==> src/rtl/clkctl_pkg.sv <==
package clkctl_pkg;

  typedef struct packed {
    logic       clkout_en;
    logic       ovf_flag;
    logic       ovf_ie;
    logic [1:0] tb_sel;
    logic [1:0] cpu_div;
    logic       slow_sel;
  } ctrl_t;

  localparam int unsigned CTRL_W = $bits(ctrl_t);

  // Divided-clock length in oscillator cycles for a divider code.
  function automatic int unsigned cpu_div_len(input logic [1:0] code);
    return 32'd2 << code;
  endfunction

  // Number of pre-divider wraps that make one timebase period.
  function automatic int unsigned tb_limit(input logic [1:0] code);
    case (code)
      2'd0:    return 250;
      2'd1:    return 500;
      2'd2:    return 1250;
      default: return 3125;
    endcase
  endfunction

  // Counter bit that forms the square wave for a tone code (1..3).
  function automatic int unsigned beep_tap(input int unsigned width, input logic [1:0] code);
    return width - 32'(code);
  endfunction

endpackage

==> src/rtl/clkctl_prescaler.sv <==
module clkctl_prescaler
  import clkctl_pkg::*;
#(
  parameter int PS_W = 4
) (
  input  logic       clk,
  input  logic       rst_n,
  input  logic       sms_req,
  input  logic [1:0] cp_req,
  input  logic       halt,
  output logic       boundary,
  output logic       ce
);

  logic [PS_W-1:0] phase_q;
  logic            slow_q;
  logic [1:0]      cp_q;
  logic [PS_W-1:0] phase_last;

  assign phase_last = PS_W'(cpu_div_len(cp_q) - 1);
  assign boundary   = !slow_q || (phase_q == phase_last);
  assign ce         = boundary && !halt;

  always_ff @(posedge clk or negedge rst_n) begin
    if (!rst_n) begin
      phase_q <= '0;
      slow_q  <= 1'b0;
      cp_q    <= 2'd0;
    end else if (boundary) begin
      phase_q <= '0;
      slow_q  <= sms_req;
      cp_q    <= cp_req;
    end else begin
      phase_q <= phase_q + 1'b1;
    end
  end

  // Slow setting applied at a boundary leaves a gap of at least one cycle
  assert_slow_gap_R3: assert property (@(posedge clk) disable iff (!rst_n)
    (boundary && sms_req) |=> !boundary);

  // Settings only move at boundaries
  assert_hold_setting_R4: assert property (@(posedge clk) disable iff (!rst_n)
    !boundary |=> ($stable(slow_q) && $stable(cp_q)));

endmodule

==> src/rtl/clkctl_timebase.sv <==
module clkctl_timebase
  import clkctl_pkg::*;
#(
  parameter int PRE_W = 6,
  parameter int CNT_W = 12
) (
  input  logic       clk,
  input  logic       rst_n,
  input  logic       restart,
  input  logic [1:0] tb_sel,
  output logic       period_end
);

  logic [PRE_W-1:0] pre_q;
  logic [CNT_W-1:0] cnt_q;
  logic [CNT_W-1:0] cnt_last;
  logic             pre_wrap;
  logic             cnt_wrap;

  assign cnt_last   = CNT_W'(tb_limit(tb_sel) - 1);
  assign pre_wrap   = &pre_q;
  assign cnt_wrap   = (cnt_q == cnt_last);
  assign period_end = pre_wrap && cnt_wrap && !restart;

  always_ff @(posedge clk or negedge rst_n) begin
    if (!rst_n) begin
      pre_q <= '0;
      cnt_q <= '0;
    end else if (restart) begin
      pre_q <= '0;
      cnt_q <= '0;
    end else begin
      pre_q <= pre_q + 1'b1;
      if (pre_wrap) cnt_q <= cnt_wrap ? '0 : cnt_q + 1'b1;
    end
  end

  assert_cnt_range_R5: assert property (@(posedge clk) disable iff (!rst_n)
    cnt_q <= cnt_last);

  assert_restart_R6: assert property (@(posedge clk) disable iff (!rst_n)
    restart |=> (cnt_q == '0 && pre_q == '0));

endmodule

==> src/rtl/clkctl_beeper.sv <==
module clkctl_beeper
  import clkctl_pkg::*;
#(
  parameter int BW = 12
) (
  input  logic       clk,
  input  logic       rst_n,
  input  logic       restart,
  input  logic [1:0] tone_next,
  output logic       beep
);

  localparam int IDX_W = $clog2(BW);

  logic [BW-1:0]    cnt_q;
  logic [1:0]       tone_q;
  logic [IDX_W-1:0] tap;

  assign tap  = (tone_q == 2'd0) ? '0 : IDX_W'(beep_tap(BW, tone_q));
  assign beep = (tone_q != 2'd0) && cnt_q[tap];

  always_ff @(posedge clk or negedge rst_n) begin
    if (!rst_n) begin
      cnt_q  <= '0;
      tone_q <= 2'd0;
    end else if (restart) begin
      cnt_q  <= '0;
      tone_q <= tone_next;
    end else begin
      cnt_q  <= cnt_q + 1'b1;
    end
  end

  assert_silent_R10: assert property (@(posedge clk) disable iff (!rst_n)
    (tone_q == 2'd0) |-> !beep);

  assert_phase_restart_R11: assert property (@(posedge clk) disable iff (!rst_n)
    restart |=> !beep);

endmodule

==> src/rtl/osc_clock_ctrl.sv <==
module osc_clock_ctrl
  import clkctl_pkg::*;
#(
  parameter int PS_W    = 4,
  parameter int PRE_W   = 6,
  parameter int TB_W    = 12,
  parameter int BEEP_W  = 12
) (
  input  logic       clk,
  input  logic       rst_n,
  input  logic       wr_en,
  input  logic       wr_addr,
  input  logic [7:0] wr_data,
  input  logic       rd_en,
  output logic [7:0] rd_data,
  input  logic       halt_req,
  output logic       cpu_ce,
  output logic       clk_out,
  output logic       tb_irq,
  output logic       beep_out,
  output logic       active_halt
);

  ctrl_t ctrl_q;
  ctrl_t wr_view;
  logic  halt_q;
  logic  clk_out_q;
  logic  wr_ctrl;
  logic  wr_beep;
  logic  period_end;
  logic  div_boundary;
  logic  unused_bits;

  assign wr_view     = ctrl_t'(wr_data);
  assign wr_ctrl     = wr_en && !wr_addr;
  assign wr_beep     = wr_en && wr_addr;
  assign unused_bits = wr_view.ovf_flag;

  // Control register; the flag bit is owned by the timebase logic
  always_ff @(posedge clk or negedge rst_n) begin
    if (!rst_n) begin
      ctrl_q <= '0;
    end else begin
      if (wr_ctrl) begin
        ctrl_q.clkout_en <= wr_view.clkout_en;
        ctrl_q.ovf_ie    <= wr_view.ovf_ie;
        ctrl_q.tb_sel    <= wr_view.tb_sel;
        ctrl_q.cpu_div   <= wr_view.cpu_div;
        ctrl_q.slow_sel  <= wr_view.slow_sel;
      end
      if (period_end)  ctrl_q.ovf_flag <= 1'b1;
      else if (rd_en)  ctrl_q.ovf_flag <= 1'b0;
    end
  end

  assign rd_data = CTRL_W'(ctrl_q);
  assign tb_irq  = ctrl_q.ovf_flag && ctrl_q.ovf_ie;

  // Active-halt state
  always_ff @(posedge clk or negedge rst_n) begin
    if (!rst_n)                                        halt_q <= 1'b0;
    else if (halt_q && tb_irq)                         halt_q <= 1'b0;
    else if (halt_req && ctrl_q.ovf_ie && !tb_irq)     halt_q <= 1'b1;
  end
  assign active_halt = halt_q;

  clkctl_prescaler #(.PS_W(PS_W)) u_prescaler (
    .clk      (clk),
    .rst_n    (rst_n),
    .sms_req  (ctrl_q.slow_sel),
    .cp_req   (ctrl_q.cpu_div),
    .halt     (halt_q),
    .boundary (div_boundary),
    .ce       (cpu_ce)
  );

  // Clock-out pin follows CPU ticks
  always_ff @(posedge clk or negedge rst_n) begin
    if (!rst_n)                 clk_out_q <= 1'b0;
    else if (!ctrl_q.clkout_en) clk_out_q <= 1'b0;
    else if (cpu_ce)            clk_out_q <= !clk_out_q;
  end
  assign clk_out = clk_out_q;

  clkctl_timebase #(.PRE_W(PRE_W), .CNT_W(TB_W)) u_timebase (
    .clk        (clk),
    .rst_n      (rst_n),
    .restart    (wr_ctrl),
    .tb_sel     (ctrl_q.tb_sel),
    .period_end (period_end)
  );

  clkctl_beeper #(.BW(BEEP_W)) u_beeper (
    .clk       (clk),
    .rst_n     (rst_n),
    .restart   (wr_beep),
    .tone_next (wr_data[1:0]),
    .beep      (beep_out)
  );

  logic unused_boundary;
  assign unused_boundary = div_boundary;

  assert_flag_set_R5: assert property (@(posedge clk) disable iff (!rst_n)
    period_end |=> ctrl_q.ovf_flag);

  assert_flag_clear_R7: assert property (@(posedge clk) disable iff (!rst_n)
    (rd_en && !period_end) |=> !ctrl_q.ovf_flag);

  assert_halt_enter_R8: assert property (@(posedge clk) disable iff (!rst_n)
    (halt_req && ctrl_q.ovf_ie && !tb_irq) |=> active_halt);

  assert_halt_wake_R8: assert property (@(posedge clk) disable iff (!rst_n)
    (active_halt && tb_irq) |=> !active_halt);

  assert_halt_no_tick_R8: assert property (@(posedge clk) disable iff (!rst_n)
    active_halt |-> !cpu_ce);

  assert_clkout_hold_R9: assert property (@(posedge clk) disable iff (!rst_n)
    (active_halt && ctrl_q.clkout_en) |=> $stable(clk_out));

  assert_clkout_off_R9: assert property (@(posedge clk) disable iff (!rst_n)
    !ctrl_q.clkout_en |=> !clk_out);

endmodule

==> config.mk <==
export PLATFORM = sky130hd
export DESIGN_NAME = osc_clock_ctrl
export DESIGN_NICKNAME = d
export VERILOG_FILES = /design/src/rtl/clkctl_pkg.sv /design/src/rtl/clkctl_prescaler.sv /design/src/rtl/clkctl_timebase.sv /design/src/rtl/clkctl_beeper.sv /design/src/rtl/osc_clock_ctrl.sv
export SDC_FILE = /design/constraint.sdc
export NUM_CORES = 1
export LEC_CHECK = 0
export ABC_AREA = 1
export BUFFER_PORTS_ARGS = -buffer_cell sky130_fd_sc_hd__clkbuf_2
export CORE_AREA = 3 3 72 74
export CTS_CLUSTER_SIZE = 10
export DETAILED_ROUTE_END_ITERATION = 8
export DIE_AREA = 0 0 75 77
export PLACE_DENSITY_LB_ADDON = 0.2
export SYNTH_ARGS = -nofsm -noshare
export SYNTH_HDL_FRONTEND = slang
export SYNTH_SLANG_ARGS = --single-unit
==> constraint.sdc <==
create_clock -name clk -period 1.55 [get_ports clk]
set_input_delay 0.2325 -clock clk [delete_from_list [all_inputs] [get_ports clk]]
set_output_delay 0.2325 -clock clk [all_outputs]
set_load 0.02 [all_outputs]
Word-level counts from Yosys, hierarchy flattened

Cells that the tools add are included.

$add $sub $neg: 7
Order comparisons: 1
Equal/unequal tests: 5
Shift-type cells: 1
Multiplexer cells: 16
Reductions and logical operators: 24

Operators with widths:

| operator              | count |
|---|---|
| $mux 12               | 4 |
| $pmux 12 s3           | 1 |
| $add 12x1->12 const B | 2 |
| $eq 12x12->1          | 1 |
| $sub 12x1->12 const B | 1 |
| $logic_and 1x1->1     | 10 |
| $mux 4                | 2 |
| $reduce_bool 2->1     | 4 |
| $mux 1                | 7 |
| $add 6x1->6 const B   | 1 |
| $logic_not 1->1       | 6 |
| $mux 6                | 1 |
| $reduce_and 6->1      | 1 |
| $lt 4x5->1 const B    | 1 |
| $add 4x1->4 const B   | 1 |
| $bmux 1 s4            | 1 |
| $eq 4x4->1            | 1 |
| $logic_not 2->1       | 2 |
| $shl 2x2->4 const A   | 1 |
| $sub 4x1->4 const B   | 1 |
| $sub 4x2->4 const A   | 1 |
| $eq 2x1->1 const B    | 1 |
| $eq 2x2->1 const B    | 1 |
| $ne 2x2->1 const B    | 1 |
| $logic_or 1x1->1      | 1 |

Bits in registers: 49
Input port bits: 14
Output and inout bits: 13

Depth between registers and ports, before layout

Gate-level depths: netlist of the first run.

Word-level depth: 7
Depth in mapped cells: 12
Gate-level depth less buffers: 11

Cells and area by module

From an unflattened synthesis of the first run, not the netlist that was laid out.

Cells, all modules: 357
Area total of the unflattened synthesis: 2747.6 um^2

By module, submodules not included:

| module           | instances | cells each | area each (um^2) | sequential area each (um^2) |
|---|---|---|---|---|
| clkctl_timebase  | 1         | 163        | 1176.1           | 450.4 |
| clkctl_beeper    | 1         | 103        | 750.7            | 350.3 |
| osc_clock_ctrl   | 1         | 50         | 427.9            | 250.2 |
| clkctl_prescaler | 1         | 41         | 392.9            | 175.2 |

Worst setup path before layout of the first run

Ideal clock, no wire load.

Kind: flip-flop to output port
From: register u_beeper.tone_q[0]
To: output port beep_out
Arrival: 1.253 ns
Setup slack: 0.065 ns
Cell stages (with the launch flop): 7
Buffers on the path: 0
Cells stage by stage: dfrtp_1 inv_1 ha_1 inv_1 a21oi_1 o21ai_0 a21oi_1

Longest elaborated chain between the ends: 5
Elaborated cells on any way between the ends: 7

RTL lines:

| element                                               | RTL line                              | text |
|---|---|---|
| from (decl)                                           | clkctl_beeper.sv:16                   | `logic [1:0] tone_q;` |
| from (signal assigned)                                | clkctl_beeper.sv:28                   | `tone_q <= tone_next;` |
| $sub 4x2->4 / $logic_not 2->1 (equally long branches) | clkctl_pkg.sv:31, clkctl_beeper.sv:19 |  |
| $mux 4                                                | clkctl_beeper.sv:19                   | `assign tap = (tone_q == 2'd0) ? '0 : IDX_W'(beep_tap(BW, tone_q));` |
| $bmux 1 s4                                            | clkctl_beeper.sv:20                   | `assign beep = (tone_q != 2'd0) && cnt_q[tap];` |
| $mux 1 (not written as such)                          | clkctl_beeper.sv:20                   |  |
| $logic_and 1x1->1 *                                   | clkctl_beeper.sv:20                   |  |
| to (decl)                                             | osc_clock_ctrl.sv:20                  | `output logic beep_out,` |

Every way passes the cells marked *; elsewhere a longest branch is shown, timed or not. The select of a mux whose other input is x is not followed.

Final worst setup path of the first run

Ends and elaborated chain as after synthesis.

==> results.txt, run 1 <==
Clock tree from TritonCTS = built
Total Nets Final = 424
Final setup violation count = 2
CTS buffer count = 5
Top cells by area, synth = dfrtp_1 (47%), nand2_1 (16%), inv_1 (7.9%)
Mean cell area of the mapped netlist = 7.24 sq um
Sequential-to-total area share from yosys stat = 46.9%
Final Power = 3.11 mW
CP max-delay cell = dfrtp_1
Most frequent cells in the layout = nand2_1 (105), inv_1 (48), dfrtp_1 (47)
Fraction of layout instances using a drive strength above 1 = 20.5%
CP required = 1.32 ns
Critical path endpoint category = output port
Slew headroom = 61.7%
Via/cell ratio = 5.13
Final Max Slew Viols = 0
Leak Pwr = 1.62 nW
Most frequent CP cell = inv_2
Ys Warns = 0
Clk slew on worst S/H paths = 0.09 ns
Commonest non-fill, non-tap cell in the layout = nand2_1
Status = finished, violations left
Worst-margin pin slew = 0.574 ns
Global-route wire length before repair = 8.96 mm
Setup WS pre-CTS = 0.0750 ns
Design Area, Final = 3130 sq um
Tcrit/Tclk final = 109%
Cell Chain, Critical Path = inv_2 > ha_4 > inv_2 > a21oi_2 > o21ai_1 > a21oi_1 > buf_4
Final WL = 5.27 mm
Core ar. = 4660 sq um
Hold Crit Class = input port to flip-flop
Vias in the first global route = 2,135
Post-synth top area cell = dfrtp_1
Detail Placement HPWL = 3.73 mm
Buffers and inverters on the worst path = 3
Initial antenna violation count = 0
RSZ-0062 raised after global routing = yes
PortBufs = 25
PwrDens = 993 nW/um^2
Worst setup path class = flip-flop to output port
Largest net degree at the start of global routing = 50
Crit path max-delay family = flip-flops
DR pass1 iterations = 4
Arr. time, crit path = 1.45 ns
Starting density of the core = 56.1%
Iter 0 DRT Violations = 158
Cell Area, Synth = 2620 sq um
ANT cells = 0
DR vias = 2,356
Placed cell area = 2860 sq um
Total track usage = 19.7%
Worst Path Max Fanout = 2
Worst setup margin = -0.136 ns
Worst Skew = 0.00541 ns
IR drop worst, VDD = 496 uV
Wirelength per Cell = 11.5 microns
Area Overhead vs Synth = 19.8%
Tmin final = 1.69 ns
Die outline width = 75 microns
Top Ports = 27
Top-area cell type share of the netlist area = 46.9%
Final hold vios = 0
Fmax achieved = 0.593 GHz
Cell Rows = 25
H-tree depth = 2
Longest Clk Path Bufs = 2
DIE AREA = 5780 sq um
Final Wtd Congestion = 0.886
Clock root buffer = clkbuf_8
Clk sink count = 49
Syn nets = 380
CP startpoint kind = flip-flop
MaxCap Viol Count = 0
Register bit total from synthesis = 49
Mapped Cells = 361
CP peak stage delay = 0.38 ns
Core Util, Final = 67.2%
Drc violations = 0
Failing checks = negative setup slack
ANT nets after route = 0
Die Y-Extent = 77 microns
Worst skew pair latency = 0.30 ns
Remaining global-route overflow = 0
Yosys cell types = 28
-- state kept, by name (all words and copies together), names as in the netlist --
name,flops
clk_out,1
u_prescaler.slow_q,1
u_beeper.tone_q,2
u_prescaler.phase_q,4
u_timebase.cnt_q,12
u_timebase.pre_q,6
u_beeper.cnt_q,12
u_prescaler.cp_q,2
active_halt,1
rd_data,8
-- worst paths after layout --
check                                          startpoint                         endpoint  slack [ns]  depth (start not counted)
max                        u_beeper.tone_q[0]$_DFFE_PN0P_                         beep_out       -0.14                          7
min                                                 rd_en           rd_data[6]$_DFFE_PN0P_        0.12                          2
max reg2reg                 u_timebase.pre_q[1]$_DFF_PN0_  u_timebase.cnt_q[1]$_DFFE_PN0P_        0.02                         10
min reg2reg                   u_beeper.cnt_q[0]$_DFF_PN0_      u_beeper.cnt_q[0]$_DFF_PN0_        0.46                          1
max in group asynchronous                           rst_n           rd_data[4]$_DFFE_PN0P_        0.87                          3
min in group asynchronous                           rst_n  u_prescaler.cp_q[1]$_DFFE_PN0N_        0.44                          3
-- cells by family after synthesis --
family                     count (synthesis)  share of synthesized area, %
xor gates and xnor gates                   5                          1.67
AOI/OAI and AO/OA                         30                          5.89
DFF                                       49                          46.9
buffers and inverters                     63                          9.62
and+or+nand+nor                          209                          33.5
adders and majority gates                  5                          2.39
-- through the flow --
step	TNS [ns]	cells	hold slack, ns
finish	-0.223	459	0.117
global route	-1.33	459	0.114
CTS	-0.279	453	0.109
detailed placement	0	444	0.243
global placement	0	444	0.242
floorplan	0	361	-0.0631
-- cell usage after synthesis --
cell type / n
a21oi_1: 11
and3_1: 1
buf_2: 2
buf_4: 1
buf_6: 1
clkbuf_1: 1
clkbuf_2: 1
clkinv_1: 1
dfrtp_1: 49
ha_1: 5
inv_1: 55
inv_2: 1
nand2_1: 113
nand2_2: 4
nand2_4: 1
nand3_1: 29
nand3b_1: 1
nand4_1: 4
nor2_1: 45
nor2_2: 1
nor2_4: 1
nor3_1: 8
nor4_1: 1
o211ai_1: 1
o21ai_0: 17
o22ai_1: 1
xnor2_1: 1
xor2_1: 4
-- report_power, final --
group          internal (mW)  total, mW  switching, mW
sequential              1.46       1.63          0.168
combinational          0.311      0.749          0.438
clock                  0.312      0.734          0.422
total                   2.08       3.11           1.03
-- area by class of cell --
cell class,instances,area [sq um]
Inverter,57,218
Tap cell,54,67.6
Timing Repair Buffer,42,292
Clock buffer,5,68.8
Multi-Input combinational cell,250,1240
Clock inverter,2,16.3
Fill cell,407,1530
Sequential cell,49,1230
-- worst reg2reg max path: cells and delay by family, from the launching register on --
family        cells  cell delay, ns
simple gates      7            0.61
flops             1            0.39
buf+inv           2            0.23
fa+ha+maj         1            0.21
-- repair_timing --
action | 4_1_cts | 5_1_grt
endpoints found under the hold margin | 49 | 0
pin swaps | 2 | 11
resized for setup | 8 | 27
setup endpoints to repair | 2 | 14
gates cloned | 0 | 1
setup buffers | 1 | 5
hold buffers | 1 | 0
-- layer usage --
| metal | GRT usage (%) | up-vias | share of wire [%] |
|---|---|---|---|
| met4 | 5.34 | 0 | 1.2 |
| met5 | 0 | - | 0 |
| met2 | 31.3 | 52 | 46 |
| met3 | 4.19 | 8 | 4.7 |
| li1 | - | 1209 | - |
| met1 | 27.1 | 1087 | 48 |
Note: power is estimated with default switching activity, not from simulation.
==> inputs of run 2 (changes only) <==
--- a/config.mk
+++ b/config.mk
@@ -7,11 +7,12 @@
 export LEC_CHECK = 0
 export ABC_AREA = 1
 export BUFFER_PORTS_ARGS = -buffer_cell sky130_fd_sc_hd__clkbuf_2
-export CORE_AREA = 3 3 72 74
+export CORE_AREA = 3 3 73 75
 export CTS_CLUSTER_SIZE = 10
 export DETAILED_ROUTE_END_ITERATION = 8
-export DIE_AREA = 0 0 75 77
+export DIE_AREA = 0 0 76 78
 export PLACE_DENSITY_LB_ADDON = 0.2
 export SYNTH_ARGS = -nofsm -noshare
 export SYNTH_HDL_FRONTEND = slang
+export SYNTH_HIERARCHICAL = 1
 export SYNTH_SLANG_ARGS = --single-unit
==> run 2 against run 1 <==
  * The flow still finishes with violations (negative setup slack)
  * Sequential share of layout area shrank 2.9 points
  * Sequential cell count is the same
  * Count of clock-buffer cells in the layout grew 2
  * Global-route usage grew 2.0 points
  * Clock power grew 2%
  * Worst setup slack lost 0.038 ns
  * Combinational power grew 42%
  * Critical path type unchanged
==> results.txt, run 2 <==
R2R Path Start = rd_data[4]$_DFFE_PN0P_
Fillers = 351 (-14%)
Clk slew on worst S/H paths = 0.09 ns (about the same)
Commonest non-fill, non-tap cell in the layout = nand2_1
CTS buffer count = 5 (unchanged)
Tcrit/Tclk final = 111% (+2.4 points)
PortBufs = 25 (unchanged)
Worst-margin pin slew = 0.325 ns (-0.249 ns)
Syn nets = 377 (-0.79%)
Vias in the first global route = 2,374 (+11%)
PwrDens = 1030 nW/um^2 (+3.7%)
Mean cell area of the mapped netlist = 7.70 sq um (+6.2%)
Cell Chain, Critical Path = inv_2 > ha_4 > inv_2 > nand3_2 > nand2_1 > nand2_1 > a21oi_2 > buf_4
Hold_sp = rd_en
Clock root buffer = clkbuf_8
Most frequent cell after synthesis = nand2_1
Most frequent cells in the layout = nand2_1 (92), dfrtp_1 (45), inv_1 (42)
Tmin final = 1.72 ns (+0.0376 ns)
Worst skew pair latency = 0.31 ns (about the same)
Cell Area, Synth = 2750 sq um (+5.1%)
Worst hold path cell count = 2 (unchanged)
Worst setup path class = flip-flop to output port
Worst setup margin = -0.173 ns (-0.0376 ns)
Longest Clk Path Bufs = 2 (unchanged)
Top cells by area, synth = dfrtp_1 (45%), nand2_1 (13%), inv_1 (6.1%)
Final hold vios = 0 (unchanged)
Wirelength per Cell = 13.5 microns (+18%)
CP required = 1.32 ns (about the same)
Hold EP = rd_data[6]$_DFFE_PN0P_
Placed cell area = 3030 sq um (+6.1%)
Critical path endpoint category = output port
Iter 0 DRT Violations = 224 (+42%)
Remaining global-route overflow = 0 (unchanged)
Detail Placement HPWL = 4.17 mm (+12%)
Drc violations = 0 (unchanged)
Die Y-Extent = 78 microns (+1.3%)
DIE AREA = 5930 sq um (+2.6%)
Sequential-to-total area share from yosys stat = 44.6% (-2.3 points)
Slew headroom = 78.3% (+17 points)
Top-area cell type share of the netlist area = 44.6% (-2.3 points)
Reg2reg path depth = 8 (-2)
Fmax achieved = 0.580 GHz (-2.2%)
Total Nets Final = 432 (+1.9%)
Worst Path Max Fanout = 3 (+1)
ANT nets after route = 0 (unchanged)
Hold Crit Class = input port to flip-flop
Top Ports = 27 (unchanged)
Largest net degree at the start of global routing = 50 (unchanged)
Clk sink count = 49 (unchanged)
MaxCap Viol Count = 0 (unchanged)
Mapped Cells = 357 (-1.1%)
H-tree depth = 2 (unchanged)
Final Power = 3.49 mW (+12%)
ANT cells = 0 (unchanged)
CP max-delay cell = dfrtp_1
Cell Rows = 25 (unchanged)
Total track usage = 21.7% (+2.0 points)
CP startpoint kind = flip-flop
Final Max Slew Viols = 0 (unchanged)
Starting density of the core = 58.2% (+2.1 points)
Die outline width = 76 microns (+1.3%)
RSZ-0062 raised after global routing = yes
Fin cells = 480 (+4.6%)
Worst Skew = 0.00536 ns (-0.0000470 ns)
Synth top cells by count = nand2_1 (98), dfrtp_1 (49), inv_1 (45), nor2_1 (40), nand3_1 (29)
Final WL = 6.49 mm (+23%)
DR pass1 iterations = 4 (unchanged)
Fraction of registers with async set/reset = 100% (unchanged)
DR vias = 2,509 (+6.5%)
Crit path max-delay family = flip-flops
Status = finished, violations left
Area Overhead vs Synth = 23.4%
Yosys cell types = 30 (+7.1%)
Reg-to-reg slack, setup = 0.01 ns (about the same)
Post-synth top area cell = dfrtp_1
Leak Pwr = 1.72 nW (+6.4%)
Failing checks = negative setup slack
Clock tree from TritonCTS = built
Worst r2r dst = rd_data[6]$_DFFE_PN0P_
Initial antenna violation count = 0 (unchanged)
Core ar. = 4720 sq um (+1.3%)
IR drop worst, VDD = 672 uV (+35%)
Number of cells after detailed placement = 457 (+2.9%)
Final Wtd Congestion = 0.872 (-1.5%)
Global-route wire length before repair = 10.4 mm (+16%)
Design Area, Final = 3390 sq um (+8.2%)
Arr. time, crit path = 1.49 ns (+0.04 ns)
Fraction of layout instances using a drive strength above 1 = 29.3% (+8.8 points)
Register bit total from synthesis = 49 (unchanged)
Buffers and inverters on the worst path = 3 (unchanged)
Primary FF master, synth = dfrtp_1
Final setup violation count = 2 (unchanged)
Number of flops mapped to enable cells by yosys = 0 (unchanged)
Ys Warns = 6 (+6)
CP peak stage delay = 0.38 ns (about the same)
Via/cell ratio = 5.23 (+1.8%)
[run 2: cell types whose count changed after synthesis, sizes merged, moves of 2 or more]
cell | previous run | this run
nand2 | 118 | 111
nand3 | 29 | 35
nand4 | 4 | 9
nor3 | 8 | 3
inv | 56 | 52
o21ai | 17 | 13
nor2 | 47 | 50
a21oi | 11 | 13
buf | 4 | 2
o21bai | 0 | 2
[run 2: timing repair]
item | in CTS | in global routing
gates cloned | 0 | 0
pin swaps | 7 | 11
hold endpoints to repair | 49 | 0
buffers inserted | 7 | 7
gates resized for setup | 11 | 37
setup endpoints to repair | 3 | 11
hold buffers | 1 | 0
[run 2: how the worst max path moves through the flow]
stage / depth (start not counted) / start / to / slack, ns
after floorplan: 7 / u_beeper/tone_q[0]$_DFFE_PN0P_ / beep_out / 0.004
after global placement: 8 / rd_data[3]$_DFFE_PN0P_ / rd_data[6]$_DFFE_PN0P_ / 0.05
after detailed placement: 8 / u_beeper/tone_q[0]$_DFFE_PN0P_ / beep_out / -0.03
after CTS: 8 / u_beeper/tone_q[0]$_DFFE_PN0P_ / beep_out / -0.22
after global routing: 8 / u_beeper/tone_q[0]$_DFFE_PN0P_ / beep_out / -0.29
final: 8 / u_beeper/tone_q[1]$_DFFE_PN0P_ / beep_out / -0.17
[run 2: layout make-up]
cell class | count | area [sq um] | share of cell area [%]
Clock buffer | 7 | 76.3 | 2.25
Clock inverter | 1 | 7.51 | 0.221
Inverter | 52 | 198 | 5.83
Multi-Input combinational cell | 253 | 1440 | 42.3
Sequential cell | 49 | 1230 | 36.3
Tap cell | 67 | 83.8 | 2.47
Timing Repair Buffer | 51 | 359 | 10.6
[run 2: metrics by stage]
| step | setup WS [ns] | hold WS [ns] | utilization [%] | TNS, ns |
|---|---|---|---|---|
| global route | -0.288 | 0.116 | 71.8 | -0.523 |
| finish | -0.173 | 0.102 | 71.8 | -0.207 |
| detailed placement | -0.0282 | 0.241 | 64.2 | -0.0282 |
| global placement | 0.0537 | 0.244 | 64.2 | 0 |
| CTS | -0.225 | 0.0953 | 68.2 | -0.268 |
| floorplan | 0.00421 | -0.0631 | - | 0 |
[run 2: cells by family after synthesis]
family	count (synthesis)	share of synthesized area [%]
AND/OR/NAND/NOR	210	36.7
adder cells (fa/ha/maj)	6	2.73
XOR/XNOR	7	2.23
buffers and inverters	55	7.83
flip-flops	49	44.6
AO/OA/AOI/OAI	30	5.87
[run 2: layer usage]
metal	vias to the layer above	track usage, %	part of all wire [%]
met2	67	39.2	50
met5	-	0	0
met3	14	4.64	5.5
met4	0	6.88	2.1
met1	1197	26.0	42
li1	1231	-	-
[run 2: power by group]
group / total (mW) / internal (mW) / switching [mW]
registers: 1.68 / 1.46 / 0.224
clock network: 0.750 / 0.320 / 0.430
logic: 1.06 / 0.451 / 0.607
